==> src/rtl/icb_pkg.sv <==
package icb_pkg;
    localparam int HOST_DW   = 64;
    localparam int INT_AW    = 32;
    localparam int INT_DW    = 32;
    localparam int LANES     = INT_DW / 8;
    localparam int SIZE_W    = 4;
    localparam int MAX_BYTES = 8;

    localparam int RD_BIT    = 48;
    localparam int SIZE_LSB  = 56;
    localparam int DONE_BIT  = 11;
    localparam int DATA_SH   = 26;

    typedef enum logic [1:0] {
        IDX_CMD  = 2'd0,
        IDX_RST  = 2'd1,
        IDX_STAT = 2'd2,
        IDX_DATA = 2'd3
    } reg_idx_e;

    typedef enum logic [1:0] {
        ST_IDLE,
        ST_ISSUE,
        ST_WAIT,
        ST_RESP
    } seq_state_e;

    typedef struct packed {
        logic              rd;
        logic [SIZE_W-1:0] size;
        logic [INT_AW-1:0] addr;
    } cmd_t;

    function automatic logic [HOST_DW-1:0] done_word();
        logic [HOST_DW-1:0] w;
        w = '0;
        w[DONE_BIT] = 1'b1;
        return w;
    endfunction
endpackage

==> src/rtl/icb_cmd_decode.sv <==
module icb_cmd_decode
    import icb_pkg::*;
(
    input  logic                rd_flag,
    input  logic [SIZE_W-1:0]   size_f,
    input  logic [INT_AW-1:0]   addr_f,
    output cmd_t                cmd,
    output logic                size_ok
);
    always_comb begin
        cmd.rd   = rd_flag;
        cmd.size = size_f;
        cmd.addr = addr_f;
        size_ok  = (32'(size_f) <= MAX_BYTES);
    end
endmodule

==> src/rtl/icb_byte_order.sv <==
module icb_byte_order
    import icb_pkg::*;
#(
    parameter int NLANES  = 4,
    parameter bit MASK_EN = 1'b0
) (
    input  logic [8*NLANES-1:0] din,
    input  logic [SIZE_W-1:0]   size,
    output logic [8*NLANES-1:0] dout
);
    for (genvar k = 0; k < NLANES; k++) begin : g_lane
        logic keep;
        if (MASK_EN) begin : g_mask
            assign keep = (32'(size) > k);
        end else begin : g_all
            assign keep = 1'b1;
        end
        assign dout[8*(NLANES-1-k) +: 8] = keep ? din[8*k +: 8] : 8'h00;
    end
endmodule

==> src/rtl/icb_status_fmt.sv <==
module icb_status_fmt
    import icb_pkg::*;
(
    input  logic                rd,
    input  logic                err,
    input  logic [SIZE_W-1:0]   size,
    input  logic [INT_DW-1:0]   rdata,
    output logic [HOST_DW-1:0]  status
);
    logic [INT_DW-1:0] assembled;

    icb_byte_order #(.NLANES(LANES), .MASK_EN(1'b1)) u_rd_order (
        .din  (rdata),
        .size (size),
        .dout (assembled)
    );

    always_comb begin
        status = done_word();
        if (rd) begin
            if (err) status = status | (HOST_DW'({INT_DW{1'b1}}) << DATA_SH);
            else     status = status | (HOST_DW'(assembled) << DATA_SH);
        end
    end
endmodule

==> src/rtl/icb_seq.sv <==
module icb_seq
    import icb_pkg::*;
(
    input  logic clk,
    input  logic rst,
    input  logic start,
    input  logic imm,
    input  logic int_ready,
    input  logic int_rvalid,
    output logic idle,
    output logic int_valid,
    output logic done_evt,
    output logic host_ack
);
    seq_state_e state_q, state_d;

    always_comb begin
        state_d = state_q;
        unique case (state_q)
            ST_IDLE:  if (start) state_d = ST_ISSUE;
                      else if (imm) state_d = ST_RESP;
            ST_ISSUE: if (int_ready) state_d = ST_WAIT;
            ST_WAIT:  if (int_rvalid) state_d = ST_RESP;
            ST_RESP:  state_d = ST_IDLE;
            default:  state_d = ST_IDLE;
        endcase
    end

    always_ff @(posedge clk) begin
        if (rst) state_q <= ST_IDLE;
        else     state_q <= state_d;
    end

    assign idle      = (state_q == ST_IDLE);
    assign int_valid = (state_q == ST_ISSUE);
    assign done_evt  = (state_q == ST_WAIT) && int_rvalid;
    assign host_ack  = (state_q == ST_RESP);
endmodule

==> src/rtl/ind_cmd_bridge.sv <==
module ind_cmd_bridge
    import icb_pkg::*;
(
    input  logic                clk,
    input  logic                rst,
    input  logic                host_req,
    input  logic                host_we,
    input  logic [4:0]          host_addr,
    input  logic [7:0]          host_be,
    input  logic [HOST_DW-1:0]  host_wdata,
    output logic                host_ack,
    output logic [HOST_DW-1:0]  host_rdata,
    output logic                int_valid,
    input  logic                int_ready,
    output logic                int_we,
    output logic [INT_AW-1:0]   int_addr,
    output logic [SIZE_W-1:0]   int_size,
    output logic [INT_DW-1:0]   int_wdata,
    input  logic                int_rvalid,
    input  logic [INT_DW-1:0]   int_rdata,
    input  logic                int_err
);
    logic               idle, accept, full, start, imm, done_evt, size_ok;
    reg_idx_e           idx;
    cmd_t               cmd_dec, cmd_q;
    logic [HOST_DW-1:0] status_q, status_new, rdata_q;
    logic [INT_DW-1:0]  data_q;

    assign idx    = reg_idx_e'(host_addr[4:3]);
    assign full   = (&host_be) && (host_addr[2:0] == 3'b000);
    assign accept = host_req && idle;
    assign start  = accept && full && host_we && (idx == IDX_CMD) && size_ok;
    assign imm    = accept && !start;

    icb_cmd_decode u_dec (
        .rd_flag (host_wdata[RD_BIT]),
        .size_f  (host_wdata[SIZE_LSB +: SIZE_W]),
        .addr_f  (host_wdata[INT_AW-1:0]),
        .cmd     (cmd_dec),
        .size_ok (size_ok)
    );

    icb_seq u_seq (
        .clk        (clk),
        .rst        (rst),
        .start      (start),
        .imm        (imm),
        .int_ready  (int_ready),
        .int_rvalid (int_rvalid),
        .idle       (idle),
        .int_valid  (int_valid),
        .done_evt   (done_evt),
        .host_ack   (host_ack)
    );

    icb_byte_order #(.NLANES(LANES), .MASK_EN(1'b0)) u_wr_order (
        .din  (data_q),
        .size (cmd_q.size),
        .dout (int_wdata)
    );

    icb_status_fmt u_fmt (
        .rd     (cmd_q.rd),
        .err    (int_err),
        .size   (cmd_q.size),
        .rdata  (int_rdata),
        .status (status_new)
    );

    always_ff @(posedge clk) begin
        if (rst) begin
            status_q <= '0;
            data_q   <= '0;
            rdata_q  <= '0;
            cmd_q    <= '0;
        end else begin
            if (accept) begin
                rdata_q <= '0;
                if (full) begin
                    if (host_we) begin
                        unique case (idx)
                            IDX_CMD:  if (size_ok) cmd_q <= cmd_dec;
                            IDX_DATA: data_q <= host_wdata[HOST_DW-1 -: INT_DW];
                            default:  ;
                        endcase
                    end else begin
                        unique case (idx)
                            IDX_STAT: begin
                                rdata_q  <= status_q;
                                status_q <= '0;
                            end
                            IDX_DATA: rdata_q <= {data_q, {(HOST_DW-INT_DW){1'b0}}};
                            default:  rdata_q <= '0;
                        endcase
                    end
                end
            end
            if (done_evt) status_q <= status_new;
        end
    end

    assign host_rdata = rdata_q;
    assign int_we     = !cmd_q.rd;
    assign int_addr   = cmd_q.addr;
    assign int_size   = cmd_q.size;
endmodule

==> config.mk <==
export PLATFORM = sky130hd
export DESIGN_NAME = ind_cmd_bridge
export DESIGN_NICKNAME = d
export VERILOG_FILES = /design/src/rtl/icb_pkg.sv /design/src/rtl/icb_cmd_decode.sv /design/src/rtl/icb_byte_order.sv /design/src/rtl/icb_status_fmt.sv /design/src/rtl/icb_seq.sv /design/src/rtl/ind_cmd_bridge.sv
export SDC_FILE = /design/constraint.sdc
export NUM_CORES = 1
export LEC_CHECK = 0
export CAP_MARGIN = 15
export CORE_MARGIN = 1.5
export CORE_UTILIZATION = 43
export DETAILED_ROUTE_END_ITERATION = 8
export GPL_ROUTABILITY_DRIVEN = 0
export PLACE_DENSITY_LB_ADDON = 0.12
export SLEW_MARGIN = 20
export SYNTH_ARGS = -nofsm -noshare
export SYNTH_HDL_FRONTEND = slang
export SYNTH_SLANG_ARGS = --single-unit
export TNS_END_PERCENT = 50
==> constraint.sdc <==
create_clock -name clk -period 2.1 [get_ports clk]
set_clock_uncertainty 0.05 [all_clocks]
set_input_delay 0.21 -clock clk [delete_from_list [all_inputs] [get_ports clk]]
set_output_delay 0.21 -clock clk [all_outputs]
set_load 0.05 [all_outputs]
==> results of run 1 <==
## how the worst min path moves through the flow
stage	to	start	cells past startpoint	slack, ns
6_report	data_q[8]$_SDFFE_PP0P_	host_we	3	0.18
5_1_grt	data_q[8]$_SDFFE_PP0P_	host_we	3	0.19
4_1_cts	data_q[8]$_SDFFE_PP0P_	host_we	3	0.16
3_5_place_dp	host_rdata[56]$_SDFFE_PP0N_	host_rdata[56]$_SDFFE_PP0N_	2	0.39
3_3_place_gp	host_rdata[35]$_SDFFE_PP0N_	host_rdata[35]$_SDFFE_PP0N_	2	0.39
2_1_floorplan	cmd_q[36]$_SDFFE_PP0P_	host_wdata[48]	2	0.31
## layer usage
metal,share of wire [%],track usage (%),wire [um],up-vias
li1,-,-,-,2791
met2,48,42.51,9191,276
met5,0,0,0,-
met3,8.7,8.146,1680,30
met1,41,31.89,7949,2826
met4,2.0,9.926,383,0
## registers in the layout, summed over array words and instances, names as in the netlist
| name | cells |
|---|---|
| int_addr | 32 |
| host_rdata | 39 |
| cmd_q | 1 |
| data_q | 32 |
| int_size | 4 |
| u_seq.state_q | 2 |
| status_q | 33 |
## power groups by stage
| stage | registers, mW | logic [mW] | clock network, mW |
|---|---|---|---|
| floorplan | 2.81 | 0.555 | 0 |
| global placement | 2.81 | 0.909 | 0 |
| detailed placement | 2.82 | 0.929 | 0 |
| CTS | 2.76 | 0.934 | 3.31 |
| global route | 2.76 | 1.02 | 3.45 |
| finish | 2.76 | 0.942 | 3.28 |
## area by class of cell
type                    count  area (um2)  share of cell area [%]
clock buffers              23       498.0                   5.525
clock inverters             9       152.6                   1.694
inverters                   4       15.01                  0.1666
multi-input cells         446        2730                   30.29
flip-flops and latches    143        2863                   31.76
well taps                 180       225.2                   2.499
repair buffers            251        2529                   28.06
## logic make-up (layout without fill, tap and decap cells)
logic type	Yosys count	in the layout	share of synthesized area (%)
other	1	25	0.06198
and+or+nand+nor	140	140	13.57
DFF	143	143	47.31
adders and majority gates	5	5	1.034
buffers and inverters	100	287	9.243
muxes	26	26	4.301
AOI/OAI and AO/OA	250	250	24.48
## layout by cell type, fill, tap and decap left out, types with 7 or more instances in the layout
master,instances
a21oi_1,104
a32o_1,7
buf_12,8
buf_4,19
clkbuf_16,17
clkdlybuf4s50_1,220
conb_1,25
dfxtp_1,143
mux2i_1,26
nand2_1,34
nand2b_1,8
nand4_1,70
o21ai_0,71
o21ai_1,11
o21ai_2,20
o2bb2ai_1,26
## metrics by stage
step           TNS (ns)  total power [mW]  utilization, %  hold WS [ns]  instance area, um2
6_report              0             6.979           65.18        0.1812                9012
5_1_grt               0             7.229           65.18        0.1865                9012
3_5_place_dp   -0.01699             3.746           60.47        0.3944                8361
2_1_floorplan         0             3.366               -        0.3143                6141
4_1_cts               0             7.002           65.16        0.1615                9010
3_3_place_gp          0             3.724           60.47        0.3863                8361
## worst reg2reg max path, cell delays in order, from the launching register on
cell and delay (ns):
dfxtp_1 0.35, inv_1 0.12, ha_1 0.19, and2_4 0.17, nand4_4 0.14, or3_1 0.42, buf_12 0.19, o21ai_0 0.19
## cells in the mapped netlist (3+ instances only)
library cell  number  area, um2
clkbuf_1          42      157.7
nor2b_1            3      18.77
or3_1              6      37.54
o21ai_1           10      50.05
nor2_1             3      11.26
nand2_1           34      127.6
o2bb2ai_1         26      227.7
o21ai_0           72      360.4
buf_6              3      33.78
dfxtp_1          143       2863
nor3_1             3      15.01
o22ai_1            6      37.54
a32o_1             7      70.07
nand2b_1           8      50.05
buf_2             16      80.08
buf_1              4      15.01
nand4_1           70      437.9
ha_1               5      62.56
o21ai_2           20      175.2
buf_4             29      217.7
inv_1              4      15.01
mux2i_1           26      260.3
a21oi_1          104      520.5
## repair_timing
item                                   CTS  global route
hold buffers                             0             0
gates cloned                             0             0
setup endpoints to repair                1             2
pin swaps                                0             0
gates resized for setup                  1             2
endpoints found under the hold margin    0             0
==> impl_results.md, run 1 <==
- Post-synthesis sequential area ratio: between 40 and 50%
- Vias: between 5,000 and 6,000
- Critical path startpoint: int_size[1]$_SDFFE_PP0P_
- Critical Path End Type: primary output
- Crit. path cell count: 1
- Int Power: ~5.3 mW
- RR Startpoint: u_seq.state_q[0]$_SDFFE_PP0P_
- Initial core utilization: between 40% and 50%
- Worst EP required: 1.84 ns
- Crit share post-route: between 90% and 100%
- Final setup margin: roughly 0.17 ns
- Async S/R FF share, synth: 0%
- CP Class: reg -> out
- Worst r2r path cells: 7
- Die area: approximately 0.015 mm2
- Max IR drop VDD: 0.0005552 V
- CP max FO: 5
- Buffers plus inverters on the worst setup path: 1
- Synth Register Bits: about 140
- Syn Std Cell Area: 0.006051 mm2
- CTS tree: built
- R2R setup slack: between 0.15 and 0.2 ns
- PD cells: ~770 mW/mm2
- CP peak stage delay: 0.87 ns
- Slowest-stage cell, CP: clkdlybuf4s50_1
- Post-synth EDFFs: 0
- Drt pass-1 iters: 5
- CTS Buffer Depth: 2
- Slew @ Worst Pin: ~0.66 ns
- Crit start category: flip-flop
- Die Wd: between 100 and 150 um
- Cells after Synth: around 670
- Final ANT Viol Nets: 0
- CP arrival: between 1.5 and 2 ns
- Cts bufs inserted: 17
- Drt wl/cell: ~18 um
- Worst hold path class: in -> reg
- Share of layout cells above drive strength 1: around a tenth
- Critical R2R Capture: host_rdata[34]$_SDFFE_PP0N_
- Vias per cell: 5.609
- Synth warnings: 0
- NetSw: 1.708 mW
- Mean Syn Cell Area: 9.099 um2
- Fin crit period: a little under 2 ns
- Clock share of power: a little under half
- Clock sink total: roughly 140
- Antenna cell count: 0
- FMAX: 518.4 MHz
- Number of library cell types mapped by synthesis: 38
- Relative slew margins: between 50% and 60%
- WL final: just under 20,000 um
- Std-Cell Rows: 43
- Fin. Hold Viols: 0
- # H-tree levels: 4
- Switching share of power: between 20% and 30%
- Unrepaired setup endpoints after global routing: no
- GR Overflow Total: 0
- Core footprint: 0.01383 mm2
- Seq pwr share: a little under 40%
- CP endpoint: int_size[1]
- Post-layout nets: between 900 and 1,000
- Final cell count without fillers: roughly 1,100
- Combinational Power Share: 13.5%
- P&R area growth vs syn: 48.95%
- Synth Flop Type: dfxtp_1
- Root buffer cell: clkbuf_16
- Place WS: -0.01699 ns
- All-Layer GR Usage: between 20% and 30%
- Vias in the first global route: 5,767
- Outcome: complete, no violations
- CP top delay family: buffers and inverters
- IO buf count: about 230
- DR iter-0 viols: 321
- Initial antenna violation count: 0
- I/O pins: around 250
- Reg clk slew, reported paths: 0.06 ns
- Number of fill cells: 1,116
- Pin count of the biggest net entering global routing: 60
- Dpl cells: 1,024
- Worst skew pair latency: 0.41 ns
- Final Setup Violations: 0
- Max Slew Vio Count: 0
- Placed wire-length estimate: 13,140 um
- CP Cell Sequence: clkdlybuf4s50_1
- Max-cap violations: 0
- First-pass GRT wire length: approximately 30,000 um
- Leak Pwr: roughly 3.2 nW
- Die Ht: 121.6 um
- Drt drc: 0
- Setup Fix Bufs, Post-CTS: 0
No activity file was read; power rests on OpenSTA's default activity.
==> inputs of run 2 (changes only) <==
clock period = 2.05 ns   (was 2.1 ns; I/O delays follow)
==> run 2 against run 1 <==
  * Hold slack worse by 0.0061 ns
  * Cell area down 0.78%
  * Flip-flop and latch count did not move
  * First-iteration DRC count increased by 38%
  * Sequential share of layout area is 0.25 points higher
  * Combinational power rose by 3.1%
  * Non-clock buffer count did not move
  * Cell count did not move
  * Critical endpoint unchanged
==> impl_results.md, run 2 (synthesized netlist as in run 1, its figures left out) <==
- Outcome: complete, no violations (unchanged)
- Final Util: 64.67% (was 65.18%)
- Slew @ Worst Pin: 0.6755 ns (was 0.6607 ns)
- Combinational Power Share: 14.1% (was 13.5%)
- Unrepaired setup endpoints after global routing: no (unchanged)
- Fin crit period: 1.939 ns
- Cts bufs inserted: 17 (unchanged)
- Final setup margin: 0.1109 ns (was 0.1708 ns)
- Int Power: 5.109 mW (was 5.271 mW)
- CTS Buffer Depth: 2 (unchanged)
- CP max FO: 5 (unchanged)
- Drt pass-1 iters: 5 (unchanged)
- Hold_sp: host_we (unchanged)
- Initial core utilization: 43.76% (unchanged)
- Antenna cell count: 0 (unchanged)
- FMAX: between 500 and 600 MHz
- Vias in the first global route: 5,812 (was 5,767)
- Die area: 0.01479 mm2 (unchanged)
- P&R area growth vs syn: 47.79% (was 48.95%)
- Die Wd: 121.6 um (unchanged)
- Worst hold path class: in -> reg (unchanged)
- Clock share of power: 45.0% (was 47.0%)
- Clock sink total: 143 (unchanged)
- Drt drc: 0 (unchanged)
- CTS hold repair buffers: 0 (unchanged)
- Share of layout cells above drive strength 1: 10.05% (was 9.817%)
- Vias: 5,911 (was 5,923)
- Initial antenna violation count: 0 (unchanged)
- First-pass GRT wire length: 29,790 um (was 30,120 um)
- DR iter-0 viols: 443 (was 321)
- Final non-filler cell area: 0.008942 mm2 (was 0.009012 mm2)
- R2R setup slack: 0.16 ns (was 0.19 ns)
- Placed cell areas: 0.008346 mm2 (was 0.008361 mm2)
- I/O pins: 251 (unchanged)
- Final ANT Viol Nets: 0 (unchanged)
- Std-Cell Rows: 43 (unchanged)
- Crit start category: flip-flop (unchanged)
- CP Cell Sequence: clkdlybuf4s50_1 (unchanged)
- Number of fill cells: 1,118 (was 1,116)
- Post-layout nets: 984 (unchanged)
- CTS tree: built (unchanged)
- CP top delay family: buffers and inverters (unchanged)
- Final cell count without fillers: 1,056 (unchanged)
- Core footprint: 0.01383 mm2 (unchanged)
- Slowest-stage cell, CP: clkdlybuf4s50_1 (unchanged)
- Seq pwr share: 40.9% (was 39.5%)
- Fin. Hold Viols: 0 (unchanged)
- Buffers plus inverters on the worst setup path: 1 (unchanged)
- Max IR drop VDD: 0.0004835 V (was 0.0005552 V)
- Post-route setup TNS: 0 ns (unchanged)
- Max Slew Vio Count: 0 (unchanged)
- Root buffer cell: clkbuf_16 (unchanged)
- Leak Pwr: 3.146 nW (was 3.187 nW)
- Most frequent cells in the layout: clkdlybuf4s50_1 (220), dfxtp_1 (143), a21oi_1 (104) (unchanged)
- Dpl cells: 1,024 (unchanged)
- Max reg flops: 39 (unchanged)
- Die Ht: 121.6 um (unchanged)
- Most common cell after layout, fill and taps aside: clkdlybuf4s50_1 (unchanged)
- RR Startpoint: u_seq.state_q[0]$_SDFFE_PP0P_ (unchanged)
- Place WS: -0.07133 ns (was -0.01699 ns)
- PD cells: 772.8 mW/mm2 (was 774.4 mW/mm2)
- Relative slew margins: 54.97% (was 55.95%)
- Vias per cell: 5.598 (was 5.609)
- NetSw: 1.802 mW (was 1.708 mW)
- Worst EP required: 1.79 ns (was 1.84 ns)
- Final Setup Violations: 0 (unchanged)
- IO buf count: 225 (unchanged)
- Max-cap violations: 0 (unchanged)
- Switching share of power: 26.07% (was 24.47%)
- # H-tree levels: 4 (unchanged)
- All-Layer GR Usage: 25.78% (was 25.94%)
- CP Class: reg -> out (unchanged)
- WL final: 19,160 um (was 19,210 um)
- Critical path startpoint: int_size[1]$_SDFFE_PP0P_ (unchanged)
- CP peak stage delay: 0.88 ns (was 0.87 ns)
- GR Overflow Total: 0 (unchanged)
- Reg clk slew, reported paths: 0.06 ns (about the same)
- Placed wire-length estimate: 13,190 um (was 13,140 um)
- Drt wl/cell: 18.15 um (was 18.19 um)
- Pin count of the biggest net entering global routing: 61 (was 60)
- CP arrival: 1.68 ns (was 1.67 ns)
- Critical Path End Type: primary output (unchanged)
- Crit share post-route: 94.59%
- Worst skew pair latency: 0.42 ns (was 0.41 ns)
-- run 2: area by class of cell --
cell class	instances	area, um2	share of cell area (%)
Timing Repair Buffer	251	2515	28.12
Inverter	4	15.01	0.1679
Multi-Input combinational cell	446	2730	30.53
Tap cell	180	225.2	2.519
Clock inverter	15	168.9	1.889
Clock buffer	17	425.4	4.757
Sequential cell	143	2863	32.01
-- run 2: power groups by stage --
stage	logic, mW	registers [mW]	clock network, mW
after floorplan	0.569	2.88	0
after global placement	0.926	2.88	0
after detailed placement	0.943	2.89	0
after CTS	0.950	2.83	3.14
after global routing	1.03	2.83	3.27
final	0.971	2.83	3.11
-- run 2: per-stage QoR --
step	total power, mW	hold WS (ns)
6_report	6.910	0.1752
5_1_grt	7.126	0.1718
4_1_cts	6.920	0.1468
3_5_place_dp	3.830	0.3917
3_3_place_gp	3.810	0.3865
2_1_floorplan	3.448	0.3093
-- run 2: path summary, 6_finish.rpt --
check                           cells past startpoint                          end
worst min-delay path                                3       data_q[8]$_SDFFE_PP0P_
worst min register to register                      2  host_rdata[41]$_SDFFE_PP0N_
worst max-delay path                                1                  int_size[1]
worst max register to register                      7     int_size[1]$_SDFFE_PP0P_
-- run 2: timing repair --
item | CTS | global route
setup endpoints to repair | 0 | 2
resized for setup | 0 | 2
buffers inserted | 0 | 0
-- run 2: routing by layer --
metal  up-vias  share of wire, %  track usage, %
li1       2803                 -               -
met1      2809                41           30.95
met2       270                48           43.11
met3        29               8.5           7.912
met4         0               2.1           10.29
met5         -                 0               0
-- run 2: tightest hold or removal path, cell delays in order --
cell and delay (ns):
buf_2 0.20, nand4_1 0.12, a21oi_1 0.06
==> inputs of run 3 (changes only) <==
CORE_UTILIZATION = 37   (was 43)
==> run 3 against run 2 <==
  * Cell area grew 0.98%
  * Non-clock buffer count rose by 2
  * Core utilization decreased by 8.0 points
  * Die area rose by 16%
  * Clock-buffer cell count increased by 5
  * Cell count is 3.6% higher
  * First-iteration DRC count decreased by 25%
  * Clock power rose by 3%
  * Critical endpoint is now host_rdata[34]$_SDFFE_PP0N_
  * Highest routed layer unchanged
==> impl_results.md, run 3 (synthesized netlist as in run 1, its figures left out) <==
- Pin count of the biggest net entering global routing: 52 (was 61)
- Core footprint: 0.01594 mm2 (was 0.01383 mm2)
- Most common cell after layout, fill and taps aside: clkdlybuf4s50_1 (unchanged)
- Max IR drop VDD: 0.0005573 V (was 0.0004835 V)
- Drt pass-1 iters: 5 (unchanged)
- Reg clk slew, reported paths: 0.06 ns (about the same)
- Die Ht: 130.9 um (was 121.6 um)
- Final Setup Violations: 0 (unchanged)
- Die Wd: 130.9 um (was 121.6 um)
- CP peak stage delay: 0.42 ns (was 0.88 ns)
- First-pass GRT wire length: 30,370 um (was 29,790 um)
- # H-tree levels: 4 (unchanged)
- Slowest-stage cell, CP: or3_1 (was clkdlybuf4s50_1)
- DR iter-0 viols: 333 (was 443)
- Drt wl/cell: 17.99 um (was 18.15 um)
- I/O pins: 251 (unchanged)
- Outcome: complete, no violations (unchanged)
- All-Layer GR Usage: 23.00% (was 25.78%)
- CP Cell Sequence: inv_1 -> ha_1 -> and2_1 -> nand4_4 -> or3_1 -> buf_12 -> o21ai_0 (was clkdlybuf4s50_1)
- Leak Pwr: 3.163 nW (was 3.146 nW)
- P&R area growth vs syn: 49.23% (was 47.79%)
- Max Slew Vio Count: 0 (unchanged)
- Placed wire-length estimate: 13,570 um (was 13,190 um)
- Initial antenna violation count: 0 (unchanged)
- Max-cap violations: 0 (unchanged)
- Vias in the first global route: 5,967 (was 5,812)
- Drt drc: 0 (unchanged)
- Vias: 5,897 (was 5,911)
- Antenna cell count: 0 (unchanged)
- Max reg flops: 39 (unchanged)
- CP arrival: 2.21 ns (was 1.68 ns)
- Most frequent cells in the layout: clkdlybuf4s50_1 (220), dfxtp_1 (143), a21oi_1 (103) (was clkdlybuf4s50_1 (220), dfxtp_1 (143), a21oi_1 (104))
- Crit share post-route: 94.04% (was 94.59%)
- FMAX: 518.7 MHz (was 515.7 MHz)
- Worst EP required: 2.34 ns (was 1.79 ns)
- CTS tree: built (unchanged)
- Initial core utilization: 37.95% (was 43.76%)
- Final ANT Viol Nets: 0 (unchanged)
- Worst skew pair latency: 0.41 ns (was 0.42 ns)
- Fin crit period: 1.928 ns (was 1.939 ns)
- Relative slew margins: 60.42% (was 54.97%)
- Slew @ Worst Pin: 0.5937 ns (was 0.6755 ns)
- Unrepaired setup endpoints after global routing: no (unchanged)
- WL final: 19,680 um (was 19,160 um)
- Root buffer cell: clkbuf_16 (unchanged)
- Pwr Total: 6.984 mW (was 6.910 mW)
- Vias per cell: 5.390 (was 5.598)
- CTS Buffer Depth: 2 (unchanged)
- CP max FO: 26 (was 5)
- Cts bufs inserted: 17 (unchanged)
- Clock sink total: 143 (unchanged)
- PD cells: 773.5 mW/mm2 (was 772.8 mW/mm2)
- Critical Path End Type: flip-flop (was primary output)
- Hold WS: 0.2996 ns (was 0.1752 ns)
- CP Class: reg -> reg (was reg -> out)
- Crit start category: flip-flop (unchanged)
- Die area: 0.01713 mm2 (was 0.01479 mm2)
- Std-Cell Rows: 46 (was 43)
- Fin. Hold Viols: 0 (unchanged)
- IO buf count: 225 (unchanged)
- Worst hold path class: in -> reg (unchanged)
- Post-layout nets: 986 (was 984)
- Share of layout cells above drive strength 1: 10.02% (was 10.05%)
- GR Overflow Total: 0 (unchanged)
==> run 3: final timing paths <==
check | cells after the start | slack [ns] | startpoint | to
hold reg to reg | 2 | 0.40 | host_rdata[54]$_SDFFE_PP0N_ | host_rdata[54]$_SDFFE_PP0N_
setup reg to reg | 7 | 0.12 | u_seq.state_q[0]$_SDFFE_PP0P_ | host_rdata[34]$_SDFFE_PP0N_
hold / removal | 4 | 0.30 | host_addr[3] | u_seq.state_q[1]$_SDFFE_PP0P_
setup / recovery | 7 | 0.12 | u_seq.state_q[0]$_SDFFE_PP0P_ | host_rdata[34]$_SDFFE_PP0N_
==> run 3: routing by layer <==
metal / vias to the layer above / GRT usage, % / part of all wire [%]
li1: 2814 / - / -
met1: 2843 / 26.91 / 42
met2: 225 / 39.54 / 49
met3: 15 / 7.451 / 7.8
met4: 0 / 8.274 / 1.1
met5: - / 0 / 0
==> run 3: final cells by class <==
type | instances | area [um2]
timing repair buffer | 253 | 2532
sequential | 143 | 2863
multi-input combinational | 446 | 2731
inverter | 4 | 15.01
clock buffer | 22 | 484.2
clock inverter | 10 | 133.9
fill | 1432 | 6913
tap | 216 | 270.3
==> run 3: per-stage QoR <==
step	cells	setup TNS, ns	util, %	instance area (um2)	setup WS [ns]
after floorplan	689	0	-	6141	0.2559
after global placement	1061	0	52.68	8398	0.01484
after detailed placement	1061	-0.3492	52.68	8398	-0.05994
after CTS	1094	0	56.62	9026	0.1156
after global routing	1094	0	56.64	9030	0.0009666
final	1094	0	56.64	9030	0.1222
==> run 3: repair_timing <==
item                                   4_1_cts  5_1_grt
buffers inserted                             0        0
hold buffers                                 1        0
gates resized for setup                      0        1
setup endpoints to repair                    0        1
endpoints found under the hold margin        2        0
==> run 3: worst max-delay path, delay by kind of cell, from the launching register on <==
| family | cells | cell delay (ns) |
|---|---|---|
| flops | 1 | 0.34 |
| compound gates | 1 | 0.17 |
| simple gates | 3 | 0.80 |
| fa+ha+maj | 1 | 0.18 |
| buf+inv | 2 | 0.31 |
==> run 3: where the power goes <==
group | switching (mW) | total [mW] | leakage [nW] | internal, mW
sequential | 0.0211 | 2.82 | 1.15 | 2.80
clock | 1.16 | 3.20 | 0.302 | 2.04
combinational | 0.566 | 0.966 | 1.71 | 0.399
